File: src/rtl/rseq_pkg.sv
package rseq_pkg;
  localparam int IDX_W = 8;

  // Control-to-datapath strobes for one cycle.
  typedef struct packed {
    logic             advance;   // at least one commit
    logic             fullWidth; // commits == WIDTH
    logic [IDX_W-1:0] lastIdx;   // youngest committed slot
    logic [IDX_W-1:0] sqCnt;     // discarded entries drained
  } ctlStrobe_t;
endpackage

File: src/rtl/rseq_ctrl.sv
module rseq_ctrl
  import rseq_pkg::*;
#(
  parameter int SLOTS = 8,
  parameter int WIDTH = 4,
  parameter int SEQ_W = 16
) (
  input  logic                           clk,
  input  logic                           rst,
  input  logic                           threadValid,
  input  logic                           storesPending,
  input  logic [SLOTS-1:0]               headReady,
  input  logic [SLOTS-1:0]               headSquashed,
  input  logic [SLOTS-1:0]               headExecuted,
  input  logic [SLOTS-1:0]               headFault,
  input  logic [SLOTS-1:0]               headNonSpec,
  input  logic [SLOTS-1:0]               headBarrier,
  input  logic [SLOTS-1:0]               headStoreCond,
  input  logic [SLOTS-1:0]               headLoad,
  input  logic [SLOTS-1:0]               headStore,
  input  logic [SLOTS-1:0]               headNop,
  input  logic [SLOTS-1:0]               headPrefetch,
  input  logic [SLOTS*SEQ_W-1:0]         headSeq,
  output logic [SLOTS-1:0]               retire,
  output logic [SLOTS-1:0]               complete,
  output logic [SLOTS-1:0]               clearCanCommit,
  output logic                           nonSpecValid,
  output logic                           uncachedLoad,
  output logic [SEQ_W-1:0]               nonSpecSeq,
  output logic                           trapReq,
  output logic [$clog2(WIDTH+1)-1:0]     commitCount,
  output logic [$clog2(WIDTH+1)-1:0]     coreInstCount,
  output ctlStrobe_t                     ctl
);
  localparam int CW = $clog2(WIDTH+1);
  localparam logic [CW-1:0] WIDTH_C = CW'(WIDTH);

  logic          stop;
  logic [CW-1:0] cnt;
  logic [CW-1:0] coreCnt;
  logic [IDX_W-1:0] sq;
  logic [IDX_W-1:0] last;

  always_comb begin
    stop           = !threadValid;
    cnt            = '0;
    coreCnt        = '0;
    sq             = '0;
    last           = '0;
    retire         = '0;
    complete       = '0;
    clearCanCommit = '0;
    nonSpecValid   = 1'b0;
    uncachedLoad   = 1'b0;
    nonSpecSeq     = '0;
    trapReq        = 1'b0;
    for (int i = 0; i < SLOTS; i++) begin
      if (!stop) begin
        if (cnt == WIDTH_C || !headReady[i]) begin
          stop = 1'b1;
        end else if (headSquashed[i]) begin
          retire[i] = 1'b1;
          sq        = sq + 1'b1;
        end else if (!headExecuted[i]) begin
          stop = 1'b1;
          if (headNonSpec[i] || headBarrier[i] || headStoreCond[i]) begin
            if (cnt == '0 && !storesPending) begin
              nonSpecValid      = 1'b1;
              nonSpecSeq        = headSeq[i*SEQ_W +: SEQ_W];
              clearCanCommit[i] = 1'b1;
            end
          end else if (headLoad[i]) begin
            nonSpecValid      = 1'b1;
            uncachedLoad      = 1'b1;
            nonSpecSeq        = headSeq[i*SEQ_W +: SEQ_W];
            clearCanCommit[i] = 1'b1;
          end
        end else if (headFault[i]) begin
          stop = 1'b1;
          if (cnt == '0 && !storesPending) begin
            trapReq     = 1'b1;
            complete[i] = 1'b1;
          end
        end else begin
          retire[i]   = 1'b1;
          complete[i] = !headStore[i];
          cnt         = cnt + 1'b1;
          if (!headNop[i] && !headPrefetch[i]) coreCnt = coreCnt + 1'b1;
          last        = IDX_W'(i);
        end
      end
    end
    commitCount    = cnt;
    coreInstCount  = coreCnt;
    ctl.advance    = (cnt != '0);
    ctl.fullWidth  = (cnt == WIDTH_C);
    ctl.lastIdx    = last;
    ctl.sqCnt      = sq;
  end

  p_width_cap_r1: assert property (@(posedge clk) disable iff (rst)
    commitCount <= WIDTH_C);
  p_retire_ready_r1: assert property (@(posedge clk) disable iff (rst)
    (retire & ~headReady) == '0);
  p_idle_thread_r1: assert property (@(posedge clk) disable iff (rst)
    !threadValid |-> (retire == '0 && !trapReq && !nonSpecValid));
  p_nonspec_drained_r3: assert property (@(posedge clk) disable iff (rst)
    (nonSpecValid && !uncachedLoad) |-> (commitCount == '0 && !storesPending));
  p_trap_alone_r5: assert property (@(posedge clk) disable iff (rst)
    trapReq |-> (commitCount == '0 && !storesPending && !nonSpecValid));
  p_core_le_commit_r7: assert property (@(posedge clk) disable iff (rst)
    coreInstCount <= commitCount);
endmodule

File: src/rtl/rseq_dpath.sv
module rseq_dpath
  import rseq_pkg::*;
#(
  parameter int SLOTS      = 8,
  parameter int SEQ_W      = 16,
  parameter int PC_W       = 32,
  parameter int INST_BYTES = 4,
  parameter int STAT_W     = 16
) (
  input  logic                   clk,
  input  logic                   rst,
  input  ctlStrobe_t             ctl,
  input  logic [SLOTS*SEQ_W-1:0] headSeq,
  input  logic [SLOTS*PC_W-1:0]  headNextPc,
  output logic [SEQ_W-1:0]       doneSeq,
  output logic [PC_W-1:0]        pc,
  output logic [PC_W-1:0]        nextPc,
  output logic [STAT_W-1:0]      squashRetireTotal,
  output logic [STAT_W-1:0]      fullWidthCycles
);
  localparam logic [PC_W-1:0] STEP = PC_W'(INST_BYTES);

  logic [SEQ_W-1:0] lastSeq;
  logic [PC_W-1:0]  lastNext;

  always_comb begin
    lastSeq  = headSeq[int'(ctl.lastIdx)*SEQ_W +: SEQ_W];
    lastNext = headNextPc[int'(ctl.lastIdx)*PC_W +: PC_W];
  end

  always_ff @(posedge clk) begin
    if (rst) begin
      doneSeq           <= '0;
      pc                <= '0;
      nextPc            <= '0;
      squashRetireTotal <= '0;
      fullWidthCycles   <= '0;
    end else begin
      if (ctl.advance) begin
        doneSeq <= lastSeq;
        pc      <= lastNext;
        nextPc  <= lastNext + STEP;
      end
      squashRetireTotal <= squashRetireTotal + STAT_W'(ctl.sqCnt);
      if (ctl.fullWidth) fullWidthCycles <= fullWidthCycles + 1'b1;
    end
  end

  p_done_hold_r6: assert property (@(posedge clk) disable iff (rst)
    !ctl.advance |=> ($stable(doneSeq) && $stable(pc) && $stable(nextPc)));
  p_pc_step_r6: assert property (@(posedge clk) disable iff (rst)
    ctl.advance |=> (nextPc == pc + STEP));
  p_full_count_r8: assert property (@(posedge clk) disable iff (rst)
    ctl.fullWidth |=> (fullWidthCycles == $past(fullWidthCycles) + 1'b1));
endmodule

File: src/rtl/retire_sequencer.sv
module retire_sequencer
  import rseq_pkg::*;
#(
  parameter int SLOTS      = 8,
  parameter int WIDTH      = 4,
  parameter int SEQ_W      = 16,
  parameter int PC_W       = 32,
  parameter int INST_BYTES = 4,
  parameter int STAT_W     = 16
) (
  input  logic                       clk,
  input  logic                       rst,
  input  logic                       threadValid,
  input  logic                       storesPending,
  input  logic [SLOTS-1:0]           headReady,
  input  logic [SLOTS-1:0]           headSquashed,
  input  logic [SLOTS-1:0]           headExecuted,
  input  logic [SLOTS-1:0]           headFault,
  input  logic [SLOTS-1:0]           headNonSpec,
  input  logic [SLOTS-1:0]           headBarrier,
  input  logic [SLOTS-1:0]           headStoreCond,
  input  logic [SLOTS-1:0]           headLoad,
  input  logic [SLOTS-1:0]           headStore,
  input  logic [SLOTS-1:0]           headNop,
  input  logic [SLOTS-1:0]           headPrefetch,
  input  logic [SLOTS*SEQ_W-1:0]     headSeq,
  input  logic [SLOTS*PC_W-1:0]      headNextPc,
  output logic [SLOTS-1:0]           retire,
  output logic [SLOTS-1:0]           complete,
  output logic [SLOTS-1:0]           clearCanCommit,
  output logic                       nonSpecValid,
  output logic                       uncachedLoad,
  output logic [SEQ_W-1:0]           nonSpecSeq,
  output logic                       trapReq,
  output logic [$clog2(WIDTH+1)-1:0] commitCount,
  output logic [$clog2(WIDTH+1)-1:0] coreInstCount,
  output logic [SEQ_W-1:0]           doneSeq,
  output logic [PC_W-1:0]            pc,
  output logic [PC_W-1:0]            nextPc,
  output logic [STAT_W-1:0]          squashRetireTotal,
  output logic [STAT_W-1:0]          fullWidthCycles
);
  ctlStrobe_t ctl;

  rseq_ctrl #(.SLOTS(SLOTS), .WIDTH(WIDTH), .SEQ_W(SEQ_W)) ctrl_i (
    .clk(clk), .rst(rst),
    .threadValid(threadValid), .storesPending(storesPending),
    .headReady(headReady), .headSquashed(headSquashed),
    .headExecuted(headExecuted), .headFault(headFault),
    .headNonSpec(headNonSpec), .headBarrier(headBarrier),
    .headStoreCond(headStoreCond), .headLoad(headLoad),
    .headStore(headStore), .headNop(headNop), .headPrefetch(headPrefetch),
    .headSeq(headSeq),
    .retire(retire), .complete(complete), .clearCanCommit(clearCanCommit),
    .nonSpecValid(nonSpecValid), .uncachedLoad(uncachedLoad),
    .nonSpecSeq(nonSpecSeq), .trapReq(trapReq),
    .commitCount(commitCount), .coreInstCount(coreInstCount),
    .ctl(ctl)
  );

  rseq_dpath #(.SLOTS(SLOTS), .SEQ_W(SEQ_W), .PC_W(PC_W),
               .INST_BYTES(INST_BYTES), .STAT_W(STAT_W)) dpath_i (
    .clk(clk), .rst(rst), .ctl(ctl),
    .headSeq(headSeq), .headNextPc(headNextPc),
    .doneSeq(doneSeq), .pc(pc), .nextPc(nextPc),
    .squashRetireTotal(squashRetireTotal),
    .fullWidthCycles(fullWidthCycles)
  );
endmodule

File: config.mk
export PLATFORM = sky130hd
export DESIGN_NAME = retire_sequencer
export DESIGN_NICKNAME = d
export VERILOG_FILES = /design/src/rtl/rseq_pkg.sv /design/src/rtl/rseq_ctrl.sv /design/src/rtl/rseq_dpath.sv /design/src/rtl/retire_sequencer.sv
export SDC_FILE = /design/constraint.sdc
export NUM_CORES = 1
export LEC_CHECK = 0
export CAP_MARGIN = 10
export CORE_AREA = 2 2 245 247
export CTS_CLUSTER_SIZE = 20
export DETAILED_ROUTE_END_ITERATION = 8
export DIE_AREA = 0 0 247 249
export SYNTH_ARGS = -nofsm -noshare
export SYNTH_HDL_FRONTEND = slang
export SYNTH_HIERARCHICAL = 1
export SYNTH_SLANG_ARGS = --single-unit
File: constraint.sdc
create_clock -name clk -period 15.6 [get_ports clk]
set_input_delay 2.34 -clock clk [delete_from_list [all_inputs] [get_ports clk]]
set_output_delay 2.34 -clock clk [all_outputs]
set_load 0.02 [all_outputs]
==> flow_summary.json <==
{
  "setup_tns_ps": 0,
  "place_congestion": 0.940,
  "yosysWarnings": 6,
  "io_buffer_count": 636,
  "min_period_ps": 14510,
  "p_leak_nw": 6.54,
  "core_mm2": 0.0587,
  "clk_pin_slew_ps": 90,
  "cts_tree": "yes",
  "ir_drop_mv": 0.0480,
  "wl_per_cell_um": 23.4,
  "ant_nets": 0,
  "timing.critical_path.slowest_cell_delay_ps": 540,
  "layout_common_cells": "clkdlybuf4s50_1 (635), nor2_1 (173), dfxtp_1 (110)",
  "viasPerCell": 5.00,
  "dp_hpwl_mm": 51.5,
  "grt_pass1_wl_mm": 87.0,
  "post_cts_buffers": 0,
  "root_buffer": "clkbuf_16",
  "dieArea_mm2": 0.0615,
  "arrival_ps": 12170,
  "avgSynthCellArea_um2": 9.34,
  "syn_inst": 1256,
  "holdWs_ps": 489,
  "antenna_found_initial": 3,
  "cp-start-kind": "input port",
  "hold_path.class": "reg -> reg",
  "clock_skew_ps": 10.3,
  "power.density_mw_per_mm2": 41.1,
  "slew_viol_final": 0,
  "start_util_pct": 20.0,
  "num-nets-final": 2350,
  "critPathMostFrequentCell": "ha_1",
  "finalCritPeriodShare_pct": 93.0,
  "crit_required_ps": 13260,
  "area_growth_pct": 62.5,
  "htreeDepth": 3,
  "slew_headroom_pct": 24.3,
  "tightest_slew_ps": 1140,
  "slowest_stage": "clkdlybuf4s50_1",
  "drt_first_pass_iters": 7,
  "clock.fmax_mhz": 68.9,
  "cp-end-kind": "primary output",
  "track_usage_pct": 19.2,
  "maxCapViolCount": 0,
  "crit_fanout": 7,
  "hold_buffers": 0,
  "clk_path_buf_depth": 2,
  "crit_type": "in -> out",
  "hold_viol": 0,
  "syn-cell-area_mm2": 0.0117,
  "grt_max_degree": 69,
  "routed_wl_mm": 61.2,
  "rsz0062_at_grt": "no",
  "cts.repair.resized": 0,
  "die_w_um": 247,
  "final_common_cell": "clkdlybuf4s50_1",
  "status": "finished clean",
  "ios": 637,
  "die_h_um": 249,
  "clock_latency_ps": 390,
  "cts_num_sinks": 110,
  "setup_viol": 0,
  "num_rows": 89,
  "grt-ovfl-total": 0,
  "grt_pass1_vias": 13200,
  "drive_above_1_share_pct": 11.6,
  "cts_buffers": 9,
  "vias": 13100,
  "drc_errors": 0,
  "drt_iter0_drc": 804
}
[registers in the layout (all words and copies together) (netlist names)]
| name | count |
|---|---|
| dpath_i/squashRetireTotal | 16 |
| dpath_i/pc | 32 |
| dpath_i/nextPc | 30 |
| dpath_i/fullWidthCycles | 16 |
| dpath_i/doneSeq | 16 |
[path summary, 6_finish.rpt]
check / startpoint / end / slack [ps] / depth (start not counted)
worst max-delay path: headFault[0] / coreInstCount[1] / 1090 / 41
worst min-delay path: dpath_i/nextPc[6]$_SDFFE_PP0P_ / dpath_i/nextPc[6]$_SDFFE_PP0P_ / 490 / 2
worst max register to register: dpath_i/squashRetireTotal[1]$_SDFF_PP0_ / dpath_i/squashRetireTotal[15]$_SDFF_PP0_ / 13010 / 8
worst min register to register: dpath_i/nextPc[6]$_SDFFE_PP0P_ / dpath_i/nextPc[6]$_SDFFE_PP0P_ / 490 / 2
[final cells by class]
class                           count  area, µm²
Antenna cell                        3       7.51
Clock buffer                        9        225
Clock inverter                      7       78.8
Fill cell                        6006      39600
Inverter                           38        143
Multi-Input combinational cell   1024       8940
Sequential cell                   110       2200
Tap cell                          773        967
Timing Repair Buffer              654       6500
[report_power, final]
| part | switching (mW) | internal (mW) |
|---|---|---|
| registers | 0.00219 | 0.283 |
| logic | 0.0968 | 0.151 |
| clock network | 0.134 | 0.115 |
[metal layers]
layer  global-route usage (%)  vias up  share of wire [%]  wire length [µm]
met5                        0        -              0.024                15
met4                     6.63        2                3.0              1840
met3                     3.74       85                6.6              4010
met1                     24.3     6413                 42             25700
met2                     32.4      609                 48             29700
li1                         -     5983                  -                 -
[per-stage QoR]
step	setup WS [ps]	cell area [µm²]	total power [mW]	std cells	util, %
2_1_floorplan	3570	11700	0.372	1259	-
3_3_place_gp	1500	18800	0.536	2599	32.0
3_5_place_dp	1200	18800	0.538	2599	32.0
4_1_cts	1180	19100	0.795	2615	32.5
5_1_grt	462	19100	0.819	2616	32.5
6_report	1090	19100	0.783	2618	32.5
[worst max-delay path, delay by kind of cell]
family                   cells  cell delay, ps
AO/OA/AOI/OAI                6            1190
XOR/XNOR                     1             300
adder cells (fa/ha/maj)      7            1890
buffers and inverters        7            1370
multiplexers                 6            1810
AND/OR/NAND/NOR             14            3220
No activity file was read; power rests on OpenSTA's default activity.
